[config.mk]
export PLATFORM = sky130hd
export DESIGN_NAME = bcd_adder_unit
export DESIGN_NICKNAME = d
export VERILOG_FILES = /design/src/rtl/bcdalu_pkg.sv /design/src/rtl/bcdalu_nibble_add.sv /design/src/rtl/bcdalu_bin_adder.sv /design/src/rtl/bcdalu_digit_fix.sv /design/src/rtl/bcdalu_dadj.sv /design/src/rtl/bcdalu_flag_gen.sv /design/src/rtl/bcd_adder_unit.sv
export SDC_FILE = /design/constraint.sdc
export NUM_CORES = 1
export LEC_CHECK = 0
export BUFFER_PORTS_ARGS = -buffer_cell sky130_fd_sc_hd__buf_2
export CAP_MARGIN = 10
export CORE_UTILIZATION = 49
export CTS_CLUSTER_DIAMETER = 40
export DETAILED_ROUTE_END_ITERATION = 12
export MAX_ROUTING_LAYER = met4
export PLACE_DENSITY = 0.83
export SYNTH_ARGS = -nofsm -noshare
export SYNTH_HDL_FRONTEND = slang
export SYNTH_SLANG_ARGS = --single-unit
[constraint.sdc]
create_clock -name clk -period 4.9 [get_ports clk]
set_input_delay 0.735 -clock clk [delete_from_list [all_inputs] [get_ports clk]]
set_output_delay 0.735 -clock clk [all_outputs]
set_load 0.03 [all_outputs]
[src/rtl/bcdalu_pkg.sv]
package bcdalu_pkg;
  typedef enum logic [1:0] {
    OP_ADD  = 2'd0,
    OP_ADC  = 2'd1,
    OP_ACC  = 2'd2,
    OP_DADJ = 2'd3
  } op_e;

  localparam int FLAG_W = 5;
  localparam int FL_H = 4;
  localparam int FL_N = 3;
  localparam int FL_Z = 2;
  localparam int FL_V = 1;
  localparam int FL_C = 0;

  localparam logic [FLAG_W-1:0] WE_ADD  = 5'b11111;
  localparam logic [FLAG_W-1:0] WE_DADJ = 5'b01111;
endpackage

[src/rtl/bcdalu_nibble_add.sv]
module bcdalu_nibble_add #(
  parameter int W = 4
) (
  input  logic [W-1:0] a_i,
  input  logic [W-1:0] b_i,
  input  logic         c_i,
  output logic [W-1:0] s_o,
  output logic         c_o
);
  logic [W:0] tot;
  assign tot = {1'b0, a_i} + {1'b0, b_i} + {{W{1'b0}}, c_i};
  assign s_o = tot[W-1:0];
  assign c_o = tot[W];
endmodule

[src/rtl/bcdalu_bin_adder.sv]
// Binary adder built as a ripple of digit-wide cells; exposes the digit-0
// carry (half carry, R3), the top carry and signed overflow.
module bcdalu_bin_adder #(
  parameter int WIDTH   = 8,
  parameter int DIGIT_W = 4
) (
  input  logic [WIDTH-1:0] a_i,
  input  logic [WIDTH-1:0] b_i,
  input  logic             cin_i,
  output logic [WIDTH-1:0] sum_o,
  output logic             half_o,
  output logic             carry_o,
  output logic             ovf_o
);
  localparam int DIGITS = WIDTH / DIGIT_W;

  logic [DIGITS:0] cy;
  assign cy[0] = cin_i;

  for (genvar g = 0; g < DIGITS; g++) begin : g_dig
    bcdalu_nibble_add #(.W(DIGIT_W)) add_i (
      .a_i (a_i[g*DIGIT_W +: DIGIT_W]),
      .b_i (b_i[g*DIGIT_W +: DIGIT_W]),
      .c_i (cy[g]),
      .s_o (sum_o[g*DIGIT_W +: DIGIT_W]),
      .c_o (cy[g+1])
    );
  end

  assign half_o  = cy[1];
  assign carry_o = cy[DIGITS];
  assign ovf_o   = (a_i[WIDTH-1] == b_i[WIDTH-1]) && (sum_o[WIDTH-1] != a_i[WIDTH-1]);
endmodule

[src/rtl/bcdalu_digit_fix.sv]
// One decimal digit of the adjust chain: absorbs the carry of the digit
// below, adds 6 when the digit is out of range or forced by a stored flag.
module bcdalu_digit_fix #(
  parameter bit TOP = 1'b0
) (
  input  logic [3:0] d_i,
  input  logic       cin_i,
  input  logic       force_i,
  output logic [3:0] d_o,
  output logic       cout_o
);
  logic [4:0] pre;
  logic [4:0] post;
  logic       fix;

  assign pre  = {1'b0, d_i} + {4'b0000, cin_i};
  assign fix  = (pre > 5'd9) || force_i;
  assign post = pre + (fix ? 5'd6 : 5'd0);
  assign d_o  = post[3:0];

  if (TOP) begin : g_top
    assign cout_o = fix | post[4];
  end else begin : g_low
    assign cout_o = post[4];
  end
endmodule

[src/rtl/bcdalu_dadj.sv]
// Decimal adjust: lowest digit forced by half carry, top digit by carry.
module bcdalu_dadj #(
  parameter int WIDTH = 8
) (
  input  logic [WIDTH-1:0] acc_i,
  input  logic             half_i,
  input  logic             carry_i,
  output logic [WIDTH-1:0] acc_o,
  output logic             carry_o
);
  localparam int DIGITS = WIDTH / 4;

  logic [DIGITS:0]   cy;
  logic [DIGITS-1:0] frc;
  assign cy[0] = 1'b0;

  for (genvar g = 0; g < DIGITS; g++) begin : g_fix
    if (g == 0) begin : g_f0
      assign frc[g] = half_i;
    end else if (g == DIGITS - 1) begin : g_ft
      assign frc[g] = carry_i;
    end else begin : g_fm
      assign frc[g] = 1'b0;
    end

    bcdalu_digit_fix #(.TOP(g == DIGITS - 1)) fix_i (
      .d_i     (acc_i[g*4 +: 4]),
      .cin_i   (cy[g]),
      .force_i (frc[g]),
      .d_o     (acc_o[g*4 +: 4]),
      .cout_o  (cy[g+1])
    );
  end

  assign carry_o = cy[DIGITS];
endmodule

[src/rtl/bcdalu_flag_gen.sv]
// Assembles the flag vector and its write mask.
module bcdalu_flag_gen
  import bcdalu_pkg::*;
#(
  parameter int WIDTH = 8
) (
  input  op_e               op_i,
  input  logic [WIDTH-1:0]  res_i,
  input  logic              add_half_i,
  input  logic              add_carry_i,
  input  logic              add_ovf_i,
  input  logic              adj_carry_i,
  input  logic              half_i,
  output logic [FLAG_W-1:0] flags_o,
  output logic [FLAG_W-1:0] we_o
);
  always_comb begin
    flags_o[FL_N] = res_i[WIDTH-1];
    flags_o[FL_Z] = (res_i == '0);
    if (op_i == OP_DADJ) begin
      flags_o[FL_H] = half_i;
      flags_o[FL_V] = 1'b0;
      flags_o[FL_C] = adj_carry_i;
      we_o          = WE_DADJ;
    end else begin
      flags_o[FL_H] = add_half_i;
      flags_o[FL_V] = add_ovf_i;
      flags_o[FL_C] = add_carry_i;
      we_o          = WE_ADD;
    end
  end
endmodule

[src/rtl/bcd_adder_unit.sv]
module bcd_adder_unit
  import bcdalu_pkg::*;
#(
  parameter int WIDTH = 8
) (
  input  logic             clk,
  input  logic             rst,
  input  logic             op_valid_i,
  input  logic [1:0]       op_sel_i,
  input  logic [WIDTH-1:0] opnd_a_i,
  input  logic [WIDTH-1:0] opnd_b_i,
  input  logic             carry_i,
  input  logic             half_i,
  output logic             res_valid_o,
  output logic [WIDTH-1:0] result_o,
  output logic [4:0]       flags_o,
  output logic [4:0]       flag_we_o
);
  op_e               op;
  logic              add_cin;
  logic [WIDTH-1:0]  add_sum;
  logic              add_half, add_carry, add_ovf;
  logic [WIDTH-1:0]  adj_res;
  logic              adj_carry;
  logic [WIDTH-1:0]  res_d;
  logic [FLAG_W-1:0] flags_d, we_d;

  assign op      = op_e'(op_sel_i);
  assign add_cin = (op == OP_ADC) ? carry_i : 1'b0;

  bcdalu_bin_adder #(.WIDTH(WIDTH), .DIGIT_W(4)) add_i (
    .a_i     (opnd_a_i),
    .b_i     (opnd_b_i),
    .cin_i   (add_cin),
    .sum_o   (add_sum),
    .half_o  (add_half),
    .carry_o (add_carry),
    .ovf_o   (add_ovf)
  );

  bcdalu_dadj #(.WIDTH(WIDTH)) adj_i (
    .acc_i   (opnd_a_i),
    .half_i  (half_i),
    .carry_i (carry_i),
    .acc_o   (adj_res),
    .carry_o (adj_carry)
  );

  assign res_d = (op == OP_DADJ) ? adj_res : add_sum;

  bcdalu_flag_gen #(.WIDTH(WIDTH)) flg_i (
    .op_i        (op),
    .res_i       (res_d),
    .add_half_i  (add_half),
    .add_carry_i (add_carry),
    .add_ovf_i   (add_ovf),
    .adj_carry_i (adj_carry),
    .half_i      (half_i),
    .flags_o     (flags_d),
    .we_o        (we_d)
  );

  // Output register stage
  always_ff @(posedge clk) begin
    if (rst) begin
      res_valid_o <= 1'b0;
      result_o    <= '0;
      flags_o     <= '0;
      flag_we_o   <= '0;
    end else begin
      res_valid_o <= op_valid_i;
      if (op_valid_i) begin
        result_o  <= res_d;
        flags_o   <= flags_d;
        flag_we_o <= we_d;
      end else begin
        flag_we_o <= '0;
      end
    end
  end
endmodule

==> results.json, run 1 <==
{
  "slew_headroom": 0.678,
  "period_minus_slack_ns": 3.97,
  "numCtsBuffers": 3,
  "min_from": "flags_o[0]",
  "endpoint_kind": "flop",
  "grtUsageTotal": 0.228,
  "max-cap-violations": 0,
  "synth_top_family_by_area": "adder cells",
  "clk_pin_slew_ns": 0.09,
  "synth-edff-count": 0,
  "crit_path_top_delay_cell": "fa_1",
  "core_um2": 2250,
  "syn_area_um2": 1190,
  "regArea_um2": 300,
  "avgSynthCellArea_um2": 8.58,
  "die_h_um": 51.3,
  "die_width_um": 51.3,
  "cts.repair.resized": 0,
  "slowest_delay_ns": 0.47,
  "drtIter0Drc": 23,
  "p_sw_uw": 131,
  "clock_sinks": 15,
  "crit_buf_inv": 1,
  "fillCellCount": 201,
  "ys_seq_elements": 15,
  "nNetsFinal": 215,
  "routabilityCongestion": 0.845,
  "cts_root_buf": "clkbuf_4",
  "portBuffers": 41,
  "synth_flop_cell": "dfxtp_1",
  "totalNegativeSetupSlack_ns": 0,
  "synthSimpleGateAreaFrac": 0.204,
  "grt.overflow.total": 0,
  "cts_tree": "built",
  "drc_errors": 0,
  "synthTopCellsByArea": "dfxtp_1 (25%), ha_1 (13%), fa_1 (8.4%), nand2_1 (5.4%), nor2_1 (4.7%)",
  "synth_xor_area_frac": 0.0735,
  "vias": 1068,
  "cp.required_ns": 5.15,
  "critPathTopFamily": "adder cells",
  "multiInputGateArea_um2": 823,
  "timing.fmax_mhz": 252,
  "clk-insertion-delay-late_ns": 0.29,
  "synth_common_cells": "nand2_1 (17), dfxtp_1 (15), nor2_1 (15)",
  "wl_met3_um": 176,
  "grt_antenna_before_repair": 0,
  "hp-class": "flop to flop",
  "post_cts_buffers": 0,
  "synth_compound_area_frac": 0.177,
  "syn_to_final_growth_pct": 17.9,
  "hpwl_um": 2050,
  "syn_inst": 139,
  "async_flop_share": 0,
  "wl_met2_um": 1120,
  "status": "complete, no violations",
  "grt_max_degree": 24,
  "yosysWarnings": 0,
  "comb_power_share": 0.407,
  "cellPowerDensity_nw_per_um2": 249,
  "tightest_slew_ns": 0.483,
  "dieArea_um2": 2630,
  "synth_cell_type_count": 34,
  "synth.most_common_cell": "nand2_1",
  "synth_fa_ha_area_frac": 0.210,
  "routed_via_density": 5.29,
  "synth_top_area_share": 0.252,
  "timing.final.crit_share": 0.810,
  "slew_viol_final": 0,
  "path_cells": "buf_2 > and3b_1 > fa_1 > fa_1 > a21o_1 > a21o_1 > fa_1 > fa_1 > or4_1 > o21ai_0 > nand4_1 > nor3b_1 > a21o_1",
  "dp.cells": 198,
  "postRouteAntennaNets": 0,
  "setup_viol": 0,
  "p_leak_uw": 0.000701,
  "fin_util": 0.624,
  "drive_above_1_share": 0.276,
  "first_pass_iters": 4,
  "p_seq_frac": 0.387,
  "top_layer": "met4",
  "grt_pass1_wl_um": 4300,
  "htree_levels": 1,
  "clockBufferDepth": 2,
  "crit_top_cell": "fa_1",
  "cts_hold_buf": 0,
  "startpoint_type": "input pin",
  "crit_fanout": 3,
  "wl_met1_um": 1100,
  "wl_per_cell_um": 12.2,
  "internal-power_uw": 218,
  "finClkSkew_ns": 0,
  "cp_data_arrival_time_ns": 4.22,
  "ioPinCount": 42,
  "switching_share": 0.376,
  "grt_pass1_vias": 1022,
  "muxShareOfSynthArea": 0.0262,
  "rows": 17,
  "rsz0062_at_grt": "no",
  "hold_viol": 0,
  "critPathKind": "input pin to flop",
  "power.share.clock": 0.206,
  "peakVddDrop_uv": 167,
  "startpoint": "carry_i",
  "stdcell_count": 202,
  "antennaDiodeCount": 0,
  "reg2reg_from": "result_o[6]",
  "start_util": 0.529,
  "wl_um": 2460,
  "yosysTopAreaCell": "dfxtp_1",
  "seq_area_frac_synth": 0.252,
  "syn_nets": 179
}
## sequential cells by signal (all words and copies together), names as in the netlist
register / cells
result_o: 7
flags_o: 5
flag_we_o: 2
res_valid_o: 1
## power by group through the flow
stage	sequential [uW]	combinational, uW	clock [uW]
6_report	135	142	72.1
5_1_grt	137	160	79.1
4_1_cts	135	143	73.8
3_5_place_dp	138	142	0
3_3_place_gp	138	138	0
2_1_floorplan	158	83.4	0
## through the flow
stage | hold slack, ns | power (uW) | worst slack [ns] | area, um2
2_1_floorplan | 0.594 | 241 | 0.947 | 1190
3_3_place_gp | 0.454 | 276 | 0.725 | 1380
3_5_place_dp | 0.475 | 280 | 0.610 | 1380
4_1_cts | 0.489 | 352 | 0.918 | 1410
5_1_grt | 0.528 | 376 | 0.702 | 1410
6_report | 0.478 | 350 | 0.929 | 1410
## worst paths after layout
path | endpoint | slack (ns) | cells after the start
hold reg to reg | flags_o[0] | 0.48 | 2
hold / removal | flags_o[0] | 0.48 | 2
setup / recovery | flags_o[2] | 0.93 | 13
setup reg to reg | result_o[6] | 4.17 | 3
## cells in the final DEF, fill, tap and decap left out, types with 2 or more instances in the layout
cell type and n:
nand2b_1 3, mux2i_1 2, nor2b_1 4, nand2_1 17, dfxtp_1 15, a21oi_1 7
xnor2_1 6, nor3b_1 2, clkbuf_4 3, inv_1 4, a211oi_1 3, a21o_1 6
o21ai_0 4, nand3_1 2, buf_2 41, and2_1 2, ha_1 12, a311oi_1 4
fa_1 5, xor2_1 4, nor2_1 15
## layer usage
| layer | track usage | vias up |
|---|---|---|
| met1 | 0.260 | 468 |
| met2 | 0.379 | 46 |
| met4 | 0.131 | 0 |
| li1 | - | 548 |
| met3 | 0.0357 | 6 |
| met5 | - | - |
## worst register-to-register path, cell delays in order (launching register included)
cell	delay (ns)
dfxtp_1	0.33
inv_1	0.04
mux2_2	0.24
nor2_1	0.07
## final cells by class
cell class	instances	area share
tap	28	0.0249
inverter	4	0.0107
sequential	15	0.214
clock buffer	3	0.0160
multi-input combinational	110	0.585
clock inverter	1	0.00356
timing repair buffer	41	0.146
## logic make-up (layout without fill, tap and decap cells)
logic type	count (synthesis)	count (layout)
AOI/OAI and AO/OA	29	29
xor gates and xnor gates	10	10
adders and majority gates	17	17
buffers and inverters	14	49
DFF	15	15
muxes	3	3
and+or+nand+nor	51	51
Power figures use the tool's default switching activity.
==> run 2, diff against run 1 <==
--- a/config.mk
+++ b/config.mk
@@ -7,11 +7,11 @@
 export LEC_CHECK = 0
 export BUFFER_PORTS_ARGS = -buffer_cell sky130_fd_sc_hd__buf_2
 export CAP_MARGIN = 10
-export CORE_UTILIZATION = 49
+export CORE_UTILIZATION = 44
 export CTS_CLUSTER_DIAMETER = 40
 export DETAILED_ROUTE_END_ITERATION = 12
 export MAX_ROUTING_LAYER = met4
-export PLACE_DENSITY = 0.83
+export PLACE_DENSITY = 0.79
 export SYNTH_ARGS = -nofsm -noshare
 export SYNTH_HDL_FRONTEND = slang
 export SYNTH_SLANG_ARGS = --single-unit
==> constraint.sdc (replaced) <==
create_clock -name clk -period 3.5 [get_ports clk]
set_input_delay 0.525 -clock clk [delete_from_list [all_inputs] [get_ports clk]]
set_output_delay 0.525 -clock clk [all_outputs]
set_load 0.03 [all_outputs]
==> run 2 against run 1 <==
Register-to-register slack worse by 1.4 ns; the flow now finishes with violations (setup timing); cell area up 13%; first-iteration DRC count up 30%; clock skew unchanged; die area up 11%; largest cell class unchanged; highest routed layer unchanged; routed wire length up 15%.
==> results.json, run 2 (synthesized netlist as in run 1, its figures left out) <==
{
  "status": "complete, but fails checks",
  "violations": "setup timing",
  "wl_per_cell_um": 12.7,
  "syn_to_final_growth_pct": 33.2,
  "cp_data_arrival_time_ns": 3.77,
  "vias": 1160,
  "nNetsFinal": 234,
  "whs_ns": 0.475,
  "routed_via_density": 5.20,
  "cts_tree": "built",
  "crit_fanout": 2,
  "grt.overflow.total": 0,
  "totalNegativeSetupSlack_ns": -0.0350,
  "cts_hold_buf": 0,
  "grt_max_degree": 24,
  "numCtsBuffers": 3,
  "setup_viol": 1,
  "fillCellCount": 224,
  "timing.final.crit_share": 1.01,
  "endpoint_kind": "flop",
  "dp.cells": 214,
  "ioPinCount": 42,
  "slew_headroom": 0.697,
  "antennaDiodeCount": 0,
  "finalWorstSetupSlack_ns": -0.0350,
  "htree_levels": 1,
  "cellPowerDensity_nw_per_um2": 330,
  "cts_root_buf": "clkbuf_4",
  "routabilityCongestion": 0.805,
  "wl_um": 2840,
  "slew_viol_final": 0,
  "core_um2": 2520,
  "clk-insertion-delay-late_ns": 0.27,
  "reg_top3": "result_o x7, flags_o x5, flag_we_o x2",
  "hp-class": "flop to flop",
  "clk_pin_slew_ns": 0.08,
  "pre_cts_ws_ns": -0.436,
  "rows": 18,
  "clock_sinks": 15,
  "portBuffers": 41,
  "start_util": 0.473,
  "grt_pass1_wl_um": 4710,
  "period_minus_slack_ns": 3.53,
  "peakVddDrop_uv": 299,
  "largest_register": "result_o",
  "finClkSkew_ns": 0,
  "drtIter0Drc": 30,
  "p_leak_uw": 0.000791,
  "final_cell_mix": "buf_2 (39), buf_4 (19), nand2_1 (17)",
  "hpwl_um": 2340,
  "rsz0062_at_grt": "yes",
  "postRouteAntennaNets": 0,
  "hold_viol": 0,
  "drc_errors": 0,
  "timing.fmax_mhz": 283,
  "die_width_um": 54.1,
  "cp.required_ns": 3.73,
  "critPathKind": "input pin to flop",
  "drive_above_1_share": 0.368,
  "max-cap-violations": 0,
  "grt_antenna_before_repair": 0,
  "mostFrequentLayoutCell": "buf_2",
  "grt_pass1_vias": 1132,
  "die_h_um": 54.1,
  "grtUsageTotal": 0.233,
  "largest_register_ff_count": 7,
  "tightest_slew_ns": 0.454,
  "clockBufferDepth": 2,
  "stdcell_count": 223,
  "first_pass_iters": 4,
  "startpoint_type": "input pin",
  "dieArea_um2": 2920
}
## run 2: cell types whose count changed in the layout (fill, tap and decap cells not counted), moves of 2 or more
cell / change
o21ai_0: -2
fa_1: -3
o21ai_1: +2
buf_4: +19
buf_2: -2
fa_2: +3
buf_6: +2
## run 2: timing repair
item / 4_1_cts / 5_1_grt
buffers inserted: 1 / 4
resized for setup: 4 / 1
pin swaps: 1 / 1
endpoints found under the setup margin: 2 / 3
## run 2: path summary, 6_finish.rpt
check                    from  depth (start not counted)  slack, ns     endpoint
hold / removal     flags_o[0]                          2       0.47   flags_o[0]
hold reg to reg    flags_o[0]                          2       0.47   flags_o[0]
setup reg to reg  result_o[5]                          2       2.74  result_o[5]
setup / recovery      carry_i                         13      -0.03   flags_o[2]
## run 2: cell type report
class,instances,area (um2),share of cell area
multi-input combinational,110,848,0.534
timing repair buffer,60,360,0.227
sequential,15,300,0.189
tap,30,37.5,0.0236
clock buffer,4,26.3,0.0165
inverter,4,15.0,0.00946
## run 2: per-stage QoR
step / instance area (um2) / util / total power (uW)
final: 1590 / 0.629 / 525
after global routing: 1590 / 0.629 / 564
after CTS: 1560 / 0.618 / 520
after detailed placement: 1490 / 0.592 / 418
after global placement: 1490 / 0.592 / 409
after floorplan: 1200 / - / 339
## run 2: routing by layer
metal,track usage,share of wire
met3,0.0367,0.036
met5,-,0
met1,0.248,0.44
met2,0.399,0.51
met4,0.145,0.012
## run 2: critical path, stage by stage
cell	delay (ns)
buf_6	0.09
and3b_1	0.20
fa_2	0.36
fa_2	0.35
a21o_1	0.18
a21o_1	0.20
fa_2	0.36
fa_1	0.49
or4_1	0.48
o21ai_1	0.13
nand4_1	0.12
nor3b_2	0.18
a21o_1	0.12
## run 2: where the power goes
group | internal [uW] | switching [uW] | total, uW
registers | 184 | 6.24 | 190
clock network | 44.2 | 51.3 | 95.5
logic | 108 | 131 | 239
total | 336 | 189 | 525
